[src/rtl/accl_pkg.sv]
package accl_pkg;
  localparam int unsigned DATA_W = 8;

  typedef enum logic [3:0] {
    OP_AND  = 4'h0,
    OP_OR   = 4'h1,
    OP_XOR  = 4'h2,
    OP_CPL  = 4'h3,
    OP_CLR  = 4'h4,
    OP_ROL  = 4'h5,
    OP_ROR  = 4'h6,
    OP_ROLC = 4'h7,
    OP_RORC = 4'h8,
    OP_SWAP = 4'h9,
    OP_DADJ = 4'hA
  } accl_op_e;
endpackage

[src/rtl/accl_rst_sync.sv]
module accl_rst_sync #(
  parameter int unsigned STAGES = 2
) (
  input  logic clk,
  input  logic rst_n,
  output logic rst_n_sync
);
  logic [STAGES-1:0] chain_q;

  always_ff @(posedge clk or negedge rst_n) begin
    if (!rst_n) chain_q <= '0;
    else        chain_q <= {chain_q[STAGES-2:0], 1'b1};
  end

  assign rst_n_sync = chain_q[STAGES-1];
endmodule

[src/rtl/accl_logic.sv]
module accl_logic
  import accl_pkg::*;
#(
  parameter int unsigned W = DATA_W
) (
  input  accl_op_e       op,
  input  logic [W-1:0]   a,
  input  logic [W-1:0]   b,
  output logic [W-1:0]   y
);
  always_comb begin
    unique case (op)
      OP_AND:  y = a & b;
      OP_OR:   y = a | b;
      OP_XOR:  y = a ^ b;
      OP_CPL:  y = ~a;
      OP_CLR:  y = '0;
      default: y = a;
    endcase
  end
endmodule

[src/rtl/accl_rotate.sv]
module accl_rotate
  import accl_pkg::*;
#(
  parameter int unsigned W = DATA_W
) (
  input  accl_op_e       op,
  input  logic [W-1:0]   a,
  input  logic           cy,
  output logic [W-1:0]   y,
  output logic           cy_o
);
  localparam int unsigned NIB_W = W / 2;

  always_comb begin
    y    = a;
    cy_o = cy;
    unique case (op)
      OP_ROL:  y = {a[W-2:0], a[W-1]};
      OP_ROR:  y = {a[0], a[W-1:1]};
      OP_ROLC: begin
        y    = {a[W-2:0], cy};
        cy_o = a[W-1];
      end
      OP_RORC: begin
        y    = {cy, a[W-1:1]};
        cy_o = a[0];
      end
      OP_SWAP: y = {a[NIB_W-1:0], a[W-1:NIB_W]};
      default: begin
        y    = a;
        cy_o = cy;
      end
    endcase
  end
endmodule

[src/rtl/accl_dadj.sv]
module accl_dadj
  import accl_pkg::*;
#(
  parameter int unsigned W = DATA_W
) (
  input  logic [W-1:0]   a,
  input  logic           cy,
  input  logic           ac,
  output logic [W-1:0]   y,
  output logic           cy_o
);
  localparam int unsigned NIB_W  = W / 2;
  localparam logic [W:0]  LO_ADD = (W+1)'(6);
  localparam logic [W:0]  HI_ADD = (W+1)'(6) << NIB_W;
  localparam logic [NIB_W-1:0] DIGIT_MAX = NIB_W'(9);

  logic         lo_fix, hi_fix, c1;
  logic [W:0]   s1, s2;

  always_comb begin
    lo_fix = (a[NIB_W-1:0] > DIGIT_MAX) | ac;
    s1     = {1'b0, a} + (lo_fix ? LO_ADD : '0);
    c1     = cy | s1[W];
    hi_fix = (s1[W-1:NIB_W] > DIGIT_MAX) | c1;
    s2     = {1'b0, s1[W-1:0]} + (hi_fix ? HI_ADD : '0);
    y      = s2[W-1:0];
    cy_o   = c1 | s2[W];
  end
endmodule

[src/rtl/accl_unit.sv]
module accl_unit
  import accl_pkg::*;
#(
  parameter int unsigned W           = DATA_W,
  parameter int unsigned SYNC_STAGES = 2
) (
  input  logic         clk,
  input  logic         rst_n,
  input  logic         strobe,
  input  logic [3:0]   opcode,
  input  logic [7:0]   operand,
  input  logic [7:0]   acc_in,
  input  logic         cy_in,
  input  logic         ac_in,
  output logic [7:0]   acc_out,
  output logic         cy_out
);
  localparam int unsigned NIB_W = W / 2;

  accl_op_e     op;
  logic         rst_q_n;
  logic [W-1:0] log_y, rot_y, da_y;
  logic         rot_cy, da_cy;
  logic [W-1:0] acc_d, acc_q;
  logic         cy_d, cy_q;

  assign op = accl_op_e'(opcode);

  accl_rst_sync #(.STAGES(SYNC_STAGES)) u_rst (
    .clk(clk), .rst_n(rst_n), .rst_n_sync(rst_q_n)
  );

  accl_logic #(.W(W)) u_logic (
    .op(op), .a(acc_in), .b(operand), .y(log_y)
  );

  accl_rotate #(.W(W)) u_rot (
    .op(op), .a(acc_in), .cy(cy_in), .y(rot_y), .cy_o(rot_cy)
  );

  accl_dadj #(.W(W)) u_da (
    .a(acc_in), .cy(cy_in), .ac(ac_in), .y(da_y), .cy_o(da_cy)
  );

  // next-state selection
  always_comb begin
    acc_d = acc_q;
    cy_d  = cy_q;
    if (strobe) begin
      unique case (op)
        OP_AND, OP_OR, OP_XOR, OP_CPL, OP_CLR: begin
          acc_d = log_y;
          cy_d  = cy_in;
        end
        OP_ROL, OP_ROR, OP_ROLC, OP_RORC, OP_SWAP: begin
          acc_d = rot_y;
          cy_d  = rot_cy;
        end
        OP_DADJ: begin
          acc_d = da_y;
          cy_d  = da_cy;
        end
        default: begin
          acc_d = acc_in;
          cy_d  = cy_in;
        end
      endcase
    end
  end

  // state registers
  always_ff @(posedge clk or negedge rst_q_n) begin
    if (!rst_q_n) begin
      acc_q <= '0;
      cy_q  <= 1'b0;
    end else begin
      acc_q <= acc_d;
      cy_q  <= cy_d;
    end
  end

  assign acc_out = acc_q;
  assign cy_out  = cy_q;

  // idle edges hold state
  a_r2_idle_hold: assert property (@(posedge clk) disable iff (!rst_q_n)
    !strobe |=> ($stable(acc_out) && $stable(cy_out)));

  // bitwise group keeps carry
  a_r3_logic_keeps_carry: assert property (@(posedge clk) disable iff (!rst_q_n)
    (strobe && (opcode <= 4'h4)) |=> (cy_out == $past(cy_in)));

  // plain left rotate wraps bit 7 to bit 0
  a_r5_rol_wrap: assert property (@(posedge clk) disable iff (!rst_q_n)
    (strobe && opcode == 4'h5) |=> (acc_out[0] == $past(acc_in[7]) && cy_out == $past(cy_in)));

  // 9-bit left rotate
  a_r6_rolc_ring: assert property (@(posedge clk) disable iff (!rst_q_n)
    (strobe && opcode == 4'h7) |=> (cy_out == $past(acc_in[7]) && acc_out[0] == $past(cy_in)));

  // 9-bit right rotate
  a_r7_rorc_ring: assert property (@(posedge clk) disable iff (!rst_q_n)
    (strobe && opcode == 4'h8) |=> (cy_out == $past(acc_in[0]) && acc_out[7] == $past(cy_in)));

  // nibble exchange
  a_r8_swap_halves: assert property (@(posedge clk) disable iff (!rst_q_n)
    (strobe && opcode == 4'h9) |=>
      (acc_out == {$past(acc_in[NIB_W-1:0]), $past(acc_in[W-1:NIB_W])}));

  // decimal adjust never clears carry
  a_r10_da_carry_sticky: assert property (@(posedge clk) disable iff (!rst_q_n)
    (strobe && opcode == 4'hA && cy_in) |=> cy_out);

  // reserved codes pass inputs through
  a_r11_reserved_pass: assert property (@(posedge clk) disable iff (!rst_q_n)
    (strobe && opcode >= 4'hB) |=> (acc_out == $past(acc_in) && cy_out == $past(cy_in)));
endmodule

[config.mk]
export PLATFORM = sky130hd
export DESIGN_NAME = accl_unit
export DESIGN_NICKNAME = d
export VERILOG_FILES = /design/src/rtl/accl_pkg.sv /design/src/rtl/accl_rst_sync.sv /design/src/rtl/accl_logic.sv /design/src/rtl/accl_rotate.sv /design/src/rtl/accl_dadj.sv /design/src/rtl/accl_unit.sv
export SDC_FILE = /design/constraint.sdc
export NUM_CORES = 1
export LEC_CHECK = 0
export BUFFER_PORTS_ARGS = -buffer_cell sky130_fd_sc_hd__buf_2
export CAP_MARGIN = 20
export CORE_MARGIN = 4
export CORE_UTILIZATION = 63
export CTS_CLUSTER_DIAMETER = 50
export DETAILED_ROUTE_END_ITERATION = 7
export PLACE_DENSITY = 0.87
export RECOVER_POWER = 50
export SLEW_MARGIN = 20
export SYNTH_ARGS = -nofsm -noshare
export SYNTH_HDL_FRONTEND = slang
export SYNTH_HIERARCHICAL = 1
export SYNTH_SLANG_ARGS = --single-unit
[constraint.sdc]
create_clock -name clk -period 1.25 [get_ports clk]
set_clock_uncertainty 0.2 [all_clocks]
set_input_delay 0.0625 -clock clk [delete_from_list [all_inputs] [get_ports clk]]
set_output_delay 0.0625 -clock clk [all_outputs]
set_load 0.05 [all_outputs]
==> flow_summary.yaml, run 1 <==
yosys:
  ys_ff_latch: 11
  syn-num-nets: 337
  synth-async-reset-ratio_pct: 100
  ys_warn_count: 6
  yosys.cell_types.count: 56
  synthCells: 290
  synth_top_area_share_pct: 12.5
  synth_top_area_cell: "dfrtp_1"
  netlist_area_um2: 2210
  syn_avg_cell_area_um2: 7.62
  synth_edf_count: 0
  yosys_most_used_dff: "dfrtp_1"
  ys_seq_area_share_pct: 12.5
  synth_area_leaders: "dfrtp_1 (12%), ha_1 (11%), o21a_1 (5.8%)"
placement:
  io_buffers: 33
  dpl.hpwl_um: 5790
  gp_congestion: 0.955
die:
  die_w_um: 67.2
  pin_count: 34
  die_h_um: 67.2
  rows: 21
  initial_core_util_pct: 65.7
clocking:
  cts_buffers: 3
  cts.sinks: 11
  root_buffer: "clkbuf_4"
  clockBufferDepth: 2
  h-tree-depth: 1
run_status:
  haltStage: "global routing (5_1_grt)"
  status: "stopped before the end"
  toolErrorMsg: "[ERROR GRT-0232] Routing congestion too high. Check the congestion heatmap in the GUI."
global_route:
  grt.overflow.total: 67
  grt_util_all_layers_pct: 75.2
  grt_max_degree: 24
sta:
  worst_endpoint: "acc_out[6]$_DFFE_PN0P_/D"
  worst_endpoint_kind: "register data pin"
routing by layer:
layer	GRT usage, %	GRT overflow
met1	72.2	0
met3	56.4	0
met2	92.8	31
met5	12.5	0
met4	87.6	36
stage by stage:
stage	utilization, %	hold WS [ps]	cells	setup WS, ps	instance area [um2]
after CTS	93.2	-21.2	421	-1440	3130
after detailed placement	84.3	-351	408	-1870	2830
after global placement	84.3	-353	408	-1630	2830
after floorplan	-	-433	290	-1480	2230
what timing repair did:
| action | CTS |
|---|---|
| pin swaps | 26 |
| hold endpoints to repair | 11 |
| resized for setup | 37 |
| hold buffers | 2 |
| buffers inserted | 7 |
| setup endpoints to repair | 9 |
cells in the mapped netlist, types with 7 or more instances:
master     n
a21oi_1   22
a32oi_1    7
dfrtp_1   11
ha_1      20
inv_1     23
mux2_2     8
nand2_1   21
nand3_1    9
nand3b_1   8
nor2_1    16
nor2b_1    8
nor3b_1    7
o21a_1    17
o221ai_1  13
o22ai_1   11
cells by family after synthesis:
| family | after synthesis | share of synthesized area (%) |
|---|---|---|
| AO/OA/AOI/OAI | 113 | 36.2 |
| XOR/XNOR | 5 | 2.32 |
| AND/OR/NAND/NOR | 86 | 22.0 |
| other | 1 | 0.170 |
| adder cells (fa/ha/maj) | 22 | 13.1 |
| multiplexers | 9 | 4.53 |
| buffers and inverters | 43 | 9.17 |
| flip-flops | 11 | 12.5 |
==> run 2, diff against run 1 <==
--- a/config.mk
+++ b/config.mk
@@ -8,10 +8,9 @@
 export BUFFER_PORTS_ARGS = -buffer_cell sky130_fd_sc_hd__buf_2
 export CAP_MARGIN = 20
 export CORE_MARGIN = 4
-export CORE_UTILIZATION = 63
-export CTS_CLUSTER_DIAMETER = 50
+export CORE_UTILIZATION = 40
 export DETAILED_ROUTE_END_ITERATION = 7
-export PLACE_DENSITY = 0.87
+export PLACE_DENSITY_LB_ADDON = 0.15
 export RECOVER_POWER = 50
 export SLEW_MARGIN = 20
 export SYNTH_ARGS = -nofsm -noshare
==> flow_summary.yaml, run 2 <==
run_status:
  status: "finished with violations"
  violations: "negative hold slack, negative setup slack"
route:
  avgRoutedWirePerCell_um: 16.0
  wl_met3_um: 249
  wirelength_um: 7240
  final_antenna_net_count: 0
  dr.pass1.iters: 4
  met2_length_um: 3580
  vias: 2585
  wl_met1_um: 3310
  routed.top_layer: "met4"
  drc: 0
  drt_iter0_drc: 175
  vias_per_cell: 5.73
yosys:
  synthCells: 290
  synth_top_area_share_pct: 12.5
  synth_most_common_cell: "inv_1"
  yosys_most_used_dff: "dfrtp_1"
  synth_compound_area_share_pct: 36.2
  synth_edf_count: 0
  synth_top_area_cell: "dfrtp_1"
  synth_area_leaders: "dfrtp_1 (12%), ha_1 (11%), o21a_1 (5.8%)"
  netlist_area_um2: 2210
  synth_top_family_by_area: "compound AO/OA/AOI/OAI gates"
  synth-async-reset-ratio_pct: 100
  synth_mux_area_share_pct: 4.53
  synth_xor_area_share_pct: 2.32
  syn_avg_cell_area_um2: 7.62
  synth-simple-area-share_pct: 22.0
  ys_ff_latch: 11
  synthAdderAreaFrac_pct: 13.1
  ys_seq_area_share_pct: 12.5
  syn-num-nets: 337
  yosys-top-cells-count: "inv_1 (23), a21oi_1 (22), nand2_1 (21)"
  ys_warn_count: 6
  yosys.cell_types.count: 56
die:
  die_w_um: 82.3
  rows: 26
  die_h_um: 82.3
  core_area_um2: 5240
  initial_core_util_pct: 42.2
  pin_count: 34
  design.die.area_um2: 6780
clocking:
  clk_pin_slew_ps: 50
  cts_tree: "built"
  root_buffer: "clkbuf_8"
  ctsHoldBuffers: 2
  h-tree-depth: 1
  cts.sinks: 11
  clk_latency_ps: 230
  cts_buffers: 3
  clockBufferDepth: 2
min_path:
  hp-class: "reg2async"
sta:
  period_needed_ps: 2650
  final-setup-viol-count: 9
  fmax_ghz: 0.377
  fin_crit_sh_pct: 212
  holdWs_ps: -42.9
  finalWorstSetupSlack_ps: -1400
  setup-tns-final_ps: -7810
  rsz0062_at_grt: "yes"
  slew_viol_final: 0
  hold_viol_final: 9
placement:
  dp_cells: 437
  dpl.hpwl_um: 5340
  dpl_cell_area_um2: 2890
  dpl_worst_slack_ps: -1690
  io_buffers: 33
  gp_congestion: 0.854
job:
  cap_viol_max_count: 0
worst_setup_path:
  cp_cell_sequence: "buf_6 > o21ai_2 > nand2b_1 > ha_2 > fa_2 > nand3_2 > xnor2_2 > nor3_2 > o21ai_2 > ha_2 > inv_2 > fa_2 > inv_2 > a32oi_1 > o21a_1 > a21oi_2"
  critical_path_buf_inv_count: 3
  cp_max_fo: 3
  startpoint_type: "input pin"
  crit_slowest_cell: "fa_2"
  path_delay_family: "adder cells"
  critPathCaptureType: "flop"
  cpPeakStageDelay_ps: 520
  arrival_ps: 2560
  path_class: "in2reg"
  worstPathRequired_ps: 1160
finish:
  layout.nets: 429
  area_growth_pct: 49.0
  fillCellCount: 453
  mostFrequentLayoutCell: "buf_4"
  stdcell_area_um2: 3290
  layout-drive-gt1-share_pct: 42.5
  largest_register_ff_count: 8
  final_cell_mix: "buf_4 (62), buf_2 (28), nand2_1 (21), inv_1 (20), o21a_1 (17)"
  finalNonFillerCells: 451
  num_antenna_cells: 0
power:
  switching_share_pct: 42.1
  p_leak_nw: 1.42
  p_int_mw: 1.23
  power_mw: 2.13
  ir_worst_vdd_v: 0.000692
  p_sw_uw: 896
  p_per_area_nw_per_um2: 646
  p_clk_share_pct: 16.3
  pwr-share-seq_pct: 20.5
  combinationalPowerShare_pct: 63.2
global_route:
  grt.overflow.total: 0
  grt_pass1_vias: 2549
  grt_max_degree: 26
  grt_pass1_wl_um: 11800
  grt_util_all_layers_pct: 22.1
  antenna_found_initial: 0
## run 2: power groups by stage
| stage | clock network (mW) | logic, mW | registers (mW) |
|---|---|---|---|
| after floorplan | 0 | 0.543 | 0.599 |
| after global placement | 0 | 1.15 | 0.441 |
| after detailed placement | 0 | 1.16 | 0.442 |
| after CTS | 0.358 | 1.26 | 0.437 |
| after global routing | 0.370 | 1.46 | 0.443 |
| final | 0.347 | 1.34 | 0.437 |
## run 2: metrics by stage
stage | hold WS, ps | utilization, %
2_1_floorplan | -433 | -
3_3_place_gp | -352 | 55.2
3_5_place_dp | -350 | 55.2
4_1_cts | -29.3 | 60.6
5_1_grt | -1.25 | 62.9
6_report | -42.9 | 62.9
## run 2: per-layer routing
metal / vias to the layer above / global-route usage (%)
met3: 8 / 2.71
met2: 67 / 39.8
met5: - / 0
met1: 1235 / 28.4
li1: 1275 / -
met4: 0 / 3.49
## run 2: path summary, 6_finish.rpt
check | startpoint | to | slack [ps] | cells after the start
worst max register to register | acc_out[7] | acc_out[7] | 300 | 2
max in group asynchronous | rst_n | u_rst/chain_q[1] | 160 | 3
worst min-delay path | u_rst/chain_q[1] | acc_out[5] | -40 | 0
worst min register to register | u_rst/chain_q[1] | acc_out[5] | -40 | 0
worst max-delay path | acc_in[2] | acc_out[6] | -1400 | 16
min in group clk | strobe | acc_out[3] | 110 | 3
## run 2: timing repair
action,CTS,global route
setup endpoints to repair,9,9
endpoints found under the hold margin,11,4
buffers inserted,7,2
resized for setup,34,24
pin swaps,18,23
## run 2: area by class of cell
type                            count  area (um2)  share of cell area (%)
Timing Repair Buffer              107         832                    25.3
Tap cell                           70        87.6                    2.66
Sequential cell                    11         275                    8.36
Inverter                           23        88.8                    2.70
Multi-Input combinational cell    236        1970                    59.7
Clock buffer                        4        45.0                    1.37
## run 2: logic make-up after synthesis
group                      Yosys count
AOI/OAI and AO/OA                  113
xor gates and xnor gates             5
adders and majority gates           22
buffers and inverters               43
DFF                                 11
muxes                                9
other                                1
and+or+nand+nor                     86
## run 2: worst register-to-register path: cells and delay by family, from the launching register on
kind	cells	cell delay, ps
flip-flops	1	380
AO/OA/AOI/OAI	2	230
No activity file was read; power rests on OpenSTA's default activity.
